<file path="src/rtl/xchg_pkg.sv">
// Shared definitions for the four-port exchanger.
// Port index order is fixed: 1A=0, 2A=1, 1B=2, 2B=3.
// The routing decode is held here as a function so that every user sees one table.
package xchg_pkg;

    localparam int NPORT  = 4;
    localparam int CODE_W = 5;
    localparam int IDX_W  = $clog2(NPORT);

    typedef logic [IDX_W-1:0] port_idx_t;

    localparam port_idx_t P1A = 2'd0;
    localparam port_idx_t P2A = 2'd1;
    localparam port_idx_t P1B = 2'd2;
    localparam port_idx_t P2B = 2'd3;

    // Decoded routing: which ports are written, which are read, and each writer's source.
    typedef struct packed {
        logic [NPORT-1:0]      dst_en;
        logic [NPORT-1:0]      src_rd;
        port_idx_t [NPORT-1:0] src;
    } route_t;

    // Add one source-to-destination link to a routing.
    function automatic route_t link(input route_t r, input port_idx_t d, input port_idx_t s);
        route_t t;
        t = r;
        t.dst_en[d] = 1'b1;
        t.src_rd[s] = 1'b1;
        t.src[d]    = s;
        return t;
    endfunction

    // Map a route code to its links; off and reserved codes give an empty routing.
    function automatic route_t decode_route(input logic [CODE_W-1:0] code);
        route_t r;
        r = '0;
        case (code)
            5'b01000: r = link(link(r, P1A, P2A), P2B, P1B);
            5'b01001: r = link(r, P1A, P2A);
            5'b01010: r = link(r, P1B, P2B);
            5'b01011: r = link(link(r, P1A, P2A), P1B, P2B);
            5'b01100: r = link(link(r, P2A, P1A), P2B, P1B);
            5'b01101: r = link(r, P2A, P1A);
            5'b01110: r = link(r, P2B, P1B);
            5'b01111: r = link(link(r, P2A, P1A), P1B, P2B);
            5'b10000: r = link(link(r, P1B, P1A), P2A, P2B);
            5'b10001: r = link(r, P1B, P1A);
            5'b10010: r = link(r, P2B, P2A);
            5'b10011: r = link(link(r, P1B, P1A), P2B, P2A);
            5'b10100: r = link(link(r, P1A, P1B), P2B, P2A);
            5'b10101: r = link(r, P1A, P1B);
            5'b10110: r = link(r, P2A, P2B);
            5'b10111: r = link(link(r, P1A, P1B), P2A, P2B);
            5'b11000: r = link(link(r, P1A, P2B), P1B, P2A);
            5'b11001: r = link(r, P2A, P1B);
            5'b11010: r = link(r, P1A, P2B);
            5'b11011: r = link(link(r, P1A, P2B), P2A, P1B);
            5'b11100: r = link(link(r, P2B, P1A), P2A, P1B);
            5'b11101: r = link(r, P2B, P1A);
            5'b11110: r = link(r, P1B, P2A);
            5'b11111: r = link(link(r, P2B, P1A), P1B, P2A);
            default:  r = '0;
        endcase
        return r;
    endfunction

endpackage

</file>
<file path="src/rtl/xchg_route_reg.sv">
// Routing-state register.
// Loads the code on edges with xfer_en low; holds it while xfer_en is high.
// Assumes preset is asynchronous and forces the "all off" code (zero) at once.
module xchg_route_reg
    import xchg_pkg::*;
(
    input  logic              clk,
    input  logic              rst_n,
    input  logic              preset,
    input  logic              xfer_en,
    input  logic [CODE_W-1:0] route_code,
    output logic [CODE_W-1:0] route_q
);

    // Store the routing state: async clear on preset, sync clear on reset, load in route phase.
    always_ff @(posedge clk or posedge preset) begin
        if (preset) begin
            route_q <= '0;
        end else if (!rst_n) begin
            route_q <= '0;
        end else if (!xfer_en) begin
            route_q <= route_code;
        end
    end


    route_load_chk: assert property (@(posedge clk) disable iff (!rst_n || preset)
        !xfer_en |=> (route_q == $past(route_code)));


    route_hold_chk: assert property (@(posedge clk) disable iff (!rst_n || preset)
        xfer_en |=> $stable(route_q));


    stay_off_chk: assert property (@(posedge clk) disable iff (!rst_n)
        (xfer_en && route_q == '0) |=> (route_q == '0));

endmodule

</file>
<file path="src/rtl/xchg_route_dec.sv">
// Combinational routing decoder.
// Turns the stored route code into destination enables, a read mask and per-destination sources.
module xchg_route_dec
    import xchg_pkg::*;
(
    input  logic [CODE_W-1:0] route_q,
    output route_t            route
);

    // Look the stored code up in the shared table.
    always_comb begin
        route = decode_route(route_q);
    end

endmodule

</file>
<file path="src/rtl/xchg_lane.sv">
// One destination lane: a source mux, the data register and the output gate.
// Assumes cap_en is already limited to capture edges for which this lane is a destination.
module xchg_lane
    import xchg_pkg::*;
#(
    parameter int DATA_W = 9,
    localparam int BUS_W = NPORT * DATA_W
) (
    input  logic              clk,
    input  logic              rst_n,
    input  logic              cap_en,
    input  logic              dst_en,
    input  port_idx_t         sel,
    input  logic [BUS_W-1:0]  bus_in,
    output logic [DATA_W-1:0] lane_out,
    output logic              lane_oe
);

    logic [DATA_W-1:0] src_word;
    logic [DATA_W-1:0] lane_q;

    // Pick the source word for this destination.
    always_comb begin
        src_word = bus_in[int'(sel)*DATA_W +: DATA_W];
    end

    // Capture the source on capture edges; clear on reset.
    always_ff @(posedge clk) begin
        if (!rst_n) begin
            lane_q <= '0;
        end else if (cap_en) begin
            lane_q <= src_word;
        end
    end

    // Drive the register only while this port is a destination.
    always_comb begin
        lane_oe  = dst_en;
        lane_out = dst_en ? lane_q : '0;
    end


    capture_chk: assert property (@(posedge clk) disable iff (!rst_n)
        cap_en |=> (lane_q == $past(src_word)));


    data_hold_chk: assert property (@(posedge clk) disable iff (!rst_n)
        !cap_en |=> $stable(lane_q));

endmodule

</file>
<file path="src/rtl/quad_bus_exchanger.sv">
// Four-port registered bus exchanger (top).
// Wires the routing register, the decoder and one lane per port.
// Assumes port order 1A, 2A, 1B, 2B from the lowest slice up, and a preset that is asynchronous.
module quad_bus_exchanger
    import xchg_pkg::*;
#(
    parameter int DATA_W = 9,
    localparam int BUS_W = NPORT * DATA_W
) (
    input  logic              clk,
    input  logic              rst_n,
    input  logic              preset,
    input  logic              xfer_en,
    input  logic [CODE_W-1:0] route_code,
    input  logic [BUS_W-1:0]  port_in,
    output logic [BUS_W-1:0]  port_out,
    output logic [NPORT-1:0]  port_oe
);

    logic [CODE_W-1:0] route_q;
    route_t            route;

    xchg_route_reg u_route_reg (
        .clk        (clk),
        .rst_n      (rst_n),
        .preset     (preset),
        .xfer_en    (xfer_en),
        .route_code (route_code),
        .route_q    (route_q)
    );

    xchg_route_dec u_route_dec (
        .route_q (route_q),
        .route   (route)
    );

    for (genvar i = 0; i < NPORT; i++) begin : g_lane
        xchg_lane #(.DATA_W(DATA_W)) u_lane (
            .clk      (clk),
            .rst_n    (rst_n),
            .cap_en   (xfer_en & route.dst_en[i]),
            .dst_en   (route.dst_en[i]),
            .sel      (route.src[i]),
            .bus_in   (port_in),
            .lane_out (port_out[i*DATA_W +: DATA_W]),
            .lane_oe  (port_oe[i])
        );
    end


    reset_off_chk: assert property (@(posedge clk)
        !rst_n |=> (port_oe == '0));


    preset_off_chk: assert property (@(posedge clk)
        preset |-> (port_oe == '0));


    reserved_off_chk: assert property (@(posedge clk) disable iff (!rst_n)
        (route_q[CODE_W-1 -: 2] == 2'b00) |-> (port_oe == '0));


    no_conflict_chk: assert property (@(posedge clk) disable iff (!rst_n)
        (port_oe & route.src_rd) == '0);

endmodule

</file>
<file path="config.mk">
export PLATFORM = sky130hd
export DESIGN_NAME = quad_bus_exchanger
export DESIGN_NICKNAME = d
export VERILOG_FILES = /design/src/rtl/xchg_pkg.sv /design/src/rtl/xchg_route_reg.sv /design/src/rtl/xchg_route_dec.sv /design/src/rtl/xchg_lane.sv /design/src/rtl/quad_bus_exchanger.sv
export SDC_FILE = /design/constraint.sdc
export NUM_CORES = 1
export LEC_CHECK = 0
export BUFFER_PORTS_ARGS = -buffer_cell sky130_fd_sc_hd__buf_4
export CORE_AREA = 5 5 91 93
export DETAILED_ROUTE_END_ITERATION = 10
export DIE_AREA = 0 0 96 98
export PLACE_DENSITY_LB_ADDON = 0.15
export SYNTH_ARGS = -nofsm -noshare
export SYNTH_HDL_FRONTEND = slang
export SYNTH_SLANG_ARGS = --single-unit
</file>
<file path="constraint.sdc">
create_clock -name clk -period 5.1 [get_ports clk]
set_clock_uncertainty 0.1 [all_clocks]
set_input_delay 0.765 -clock clk [delete_from_list [all_inputs] [get_ports clk]]
set_output_delay 0.765 -clock clk [all_outputs]
set_load 0.05 [all_outputs]
</file>
======== Yosys cells after proc, flatten, opt, wreduce, memory -nomap -nowiden ========
Memories as Yosys holds them, arrays and structs flattened.
Cells that the tools add are included.
storage, ports and cells
  bits in read-only memories .............. 512
  output and inout bits ................... 40
  logic and storage cells ................. 25
  memories kept ........................... 1
  bits in registers ....................... 41
  bits of input ports ..................... 45
operators by class
  muxes and demuxes ....................... 6
  shifts and indexed selects .............. 4
  multipliers ............................. 4
  bitwise gates (word level) .............. 4
  equal/unequal tests ..................... 1
memory list
  memory            words  bits a word  rd ports  clocked after Yosys merged registers in  wr ports  line            RTL
  (name not given)  32     16           1         0                                        0         xchg_pkg.sv:38  case (code)
operator list
  cell                                                                number
  36-bit by 32-bit indexed part select with 9-bit output              4
  9-bit 2-to-1 mux                                                    4
  2-bit by 4-bit multiplier with 6-bit output, second input constant  4
  5-bit 2-to-1 mux                                                    2
  1-bit AND                                                           4
  2-bit inequality test, second input constant                        1

======== Longest topological paths before layout ========
An unclocked memory read counts as a cell.
  word-level depth ........................ 3
  depth in mapped cells ................... 8
  depth with buffers taken out ............ 5

======== Hierarchy ========
From an unflattened synthesis, not the netlist that was laid out.
unflattened totals
  cell total of the unflattened synthesis .. 331
  area, all modules ....................... 3209.3 µm²
modules (own cells, without submodules)
  module              area each (µm²)  seq. area each (µm²)  cells an instance  instances
  xchg_lane           635.6            180.2                 61                 4
  xchg_route_dec      420.4            0.0                   66                 1
  xchg_route_reg      221.5            125.1                 17                 1
  quad_bus_exchanger  25.0             0.0                   4                  1

======== Least setup slack after synthesis ========
Ideal clock, no wire load.
  kind .................................... register to output
  from .................................... reg u_route_reg.route_q[0]
  to ...................................... out port_out[10]
  slack ................................... 2.355 ns
  path buffers ............................ 2
  cell stages (with the launch flop) ...... 7
  data required time ...................... 4.235 ns
  arrival ................................. 1.880 ns
  cells stage by stage .................... dfrtp_1 or3_4 a21oi_4 a21o_1 buf_4 buf_4 and2_1
on the way
  word-level cells in the longest chain between the ends .. 2
RTL lines
  element                      line                      RTL
  start: declaration           xchg_route_reg.sv:12      output logic [CODE_W-1:0] route_q
  start signal: assignment     xchg_route_reg.sv:22      route_q <= route_code;
  memory read 32 x 16 bit      -
  net g_lane[1].u_lane.dst_en  xchg_lane.sv:12           input logic dst_en,
  9-bit 2-to-1 mux             xchg_lane.sv:39           lane_out = dst_en ? lane_q : '0;
  end: declaration             quad_bus_exchanger.sv:16  output logic [BUS_W-1:0] port_out,
The timed path passes the listed nets, and every way through them passes these cells.

======== Worst setup path after layout ========
  from .................................... reg u_route_reg.route_q[0]
  to ...................................... out port_out[13]
on the way
  word-level cells in the longest chain between the ends .. 2
RTL lines
  element                  line
  memory read 32 x 16 bit  -
  9-bit 2-to-1 mux         xchg_lane.sv:39
Every way passes these cells.

==> metrics.md <==
| Metric | Value |
|---|---|
| Status | `finished, final reports clean` |
| Depth of the CTS H-tree | `2` |
| Slowest stage cell, crit path | `dfrtp_1` |
| Hold Slack | `0.257 ns` |
| P&R area growth vs syn | `23.6%` |
| Synth top area share | `25.1%` |
| Post-DRT Antenna Nets | `0` |
| Mapped Area | `2870 sq um` |
| RSZ-0062 raised after global routing | `no` |
| GRT overflow | `0` |
| PD cells | `209 nW/um^2` |
| Core Area | `7450 sq um` |
| Worst R2R Start | `u_route_reg.route_q[0]` |
| Starting DRT DRC Count | `171` |
| Fin. max-slew vios | `0` |
| Worst Hold Class | `primary input to async pin` |
| TNS Setup | `0 ns` |
| Fin. Hold Viols | `0` |
| R2r setup slk | `2.55 ns` |
| Max incr delay on CP | `0.54 ns` |
| Diodes inserted | `0` |
| Post-Syn Instances | `320` |
| # IOs | `85` |
| Post-Route WL | `8150 um` |
| Worst EP required | `4.24 ns` |
| Hold_buf cts | `0` |
| Fin area | `3550 sq um` |
| Synth Area per Inst | `8.97 sq um` |
| Number of remaining DRC errors | `0` |
| Starting Density | `38.6%` |
| Synth cell types | `47` |
| Synth warnings | `0` |
| Ys async rst share | `12.2%` |
| Vias | `2585` |
| Largest net degree at the start of global routing | `29` |
| Final Net Count | `429` |
| Vias per cell | `5.31` |
| Gr usage total | `17.4%` |
| Worst skew pair latency | `0.30 ns` |
| Post-Syn Nets | `365` |
| Port Buffers | `84` |
| Final non-filler cell total | `487` |
| Core Rows | `32` |
| CTS sink cnt | `41` |
| Tightest Pin Transition | `0.829 ns` |
| Area contributors post-synth | `dfxtp_1, mux2i_1, and2_1` |
| Crit path max fanout | `20` |
| Post-DP Area | `3460 sq um` |
| WS Path Type | `register to output pin` |
| Yosys reg bits | `41` |
| Max-Slew Margin vs Limit | `44.7%` |
| Kind of end point of the critical path | `output pin` |
| First-pass GRT wire length | `12900 um` |
| Clock slew at reported path FFs | `0.08 ns` |
| Sequential area share after synthesis | `29.5%` |
| Endpoints failing setup | `0` |
| Crit path time final | `3.41 ns` |
| Leak | `1.78 nW` |
| Count of flip-flops with a built-in enable after synthesis | `0` |
| Synth Flop Type | `dfxtp_1` |
| Crit share post-route | `66.8%` |
| Sequence of cells on the critical path | `or3_4 > a21oi_4 > a21o_1 > and2_1 > buf_4` |
| Number of setup buffers added after CTS | `0` |
| Total CTS buffers | `5` |
| Post-Place Cells | `479` |
| Full die area | `9410 sq um` |
| Clk root buf | `clkbuf_8` |
| Die H | `98 um` |
| Crit path launch type | `register` |
| Dpl hpwl | `6200 um` |
| Share of layout cells above drive strength 1 | `29.9%` |
| Clk buf depth | `2` |
| Max_cap viols | `0` |
| Wire per inst | `16.7 um` |
| Post-CTS sizing | `0` |
| Worst R2R End | `g_lane[1].u_lane.lane_q[4]` |
| Post-layout util | `47.6%` |
| CTS tree | `yes` |
| Die Span X | `96 um` |
| Worst Path Arrival | `2.54 ns` |
| Initial antenna violation count | `0` |
| Routability congestion estimate from global placement | `0.893` |
| Register-to-Register Path Depth | `5` |
| Yosys top cell by area | `dfxtp_1` |
| Max Fclk | `293 MHz` |
| Vias in the first global route | `2387` |
| TritonRoute pass-1 iters | `5` |
| Peak supply drop | `119 uV` |
## Yosys cell counts, drive strengths merged (6+ instances only)
library cell / number
a21oi: 15
a22o: 9
a22oi: 9
and2: 37
buf: 21
clkbuf: 8
dfxtp: 36
inv: 14
mux2: 18
mux2i: 42
nand2: 13
nand3: 14
nand4: 9
nor2: 10
nor2b: 6
o211a: 9
o22ai: 18
## where the power goes
group | switching, mW | leakage [nW] | internal (mW)
sequential | 0.0133 | 0.358 | 0.334
combinational | 0.104 | 1.38 | 0.0789
clock | 0.116 | 0.0439 | 0.0945
total | 0.233 | 1.78 | 0.507
## flip-flops by register name, summed over array words and instances (netlist names)
name / cells
u_route_reg.route_q: 5
g_lane.u_lane.lane_q: 36
## area by class of cell
class                   instances  area [sq um]
fillers                       747          3900
multi-input cells             236          1790
flip-flops and latches         41           846
repair buffers                 86           646
well taps                     102           128
clock buffers                   5          68.8
inverters                      14          52.6
clock inverters                 3          17.5
## kinds of logic (layout without fill, tap and decap cells)
group	after synthesis	count (layout)	synth area share [%]
flops	41	41	29.5
compound gates	75	75	20.5
xor+xnor	1	1	0.305
buf+inv	43	108	8.19
mux	60	60	21.7
simple gates	100	100	19.9
## per-layer routing
metal	part of all wire, %	GRT usage, %	up-vias
li1	-	-	1286
met1	46	25.1	1191
met2	46	25.9	98
met3	6.8	3.70	10
met4	1.1	5.03	0
met5	0	0	-
## worst max-delay path by stage
stage	start	endpoint	depth (start not counted)
after floorplan	u_route_reg.route_q[0]	port_out[10]	6
after global placement	u_route_reg.route_q[0]	port_out[10]	5
after detailed placement	u_route_reg.route_q[0]	port_out[13]	5
after CTS	u_route_reg.route_q[0]	port_out[13]	5
after global routing	u_route_reg.route_q[0]	port_out[13]	5
final	u_route_reg.route_q[0]	port_out[13]	5
## metrics by stage
step                      setup WS, ns  power [mW]
after floorplan                   2.35       0.477
after global placement            2.11       0.535
after detailed placement          2.02       0.537
after CTS                         1.68       0.745
after global routing              1.57       0.781
final                             1.69       0.741
## cells in the final DEF (no fill, tap or decap), drive strengths merged, types with 6 or more instances in the layout
cell and instances:
a21oi 15, a22o 9, a22oi 9, and2 37, buf 86, dfxtp 36, inv 14, mux2 18
mux2i 42, nand2 13, nand3 14, nand4 9, nor2 10, nor2b 6, o211a 9, o22ai 18
## worst max-delay path, delay by kind of cell (launching register included)
family | cells | cell delay (ns)
DFF | 1 | 0.54
and+or+nand+nor | 2 | 0.71
AOI/OAI and AO/OA | 2 | 0.80
buffers and inverters | 1 | 0.20
No activity file was read; power rests on OpenSTA's default activity.
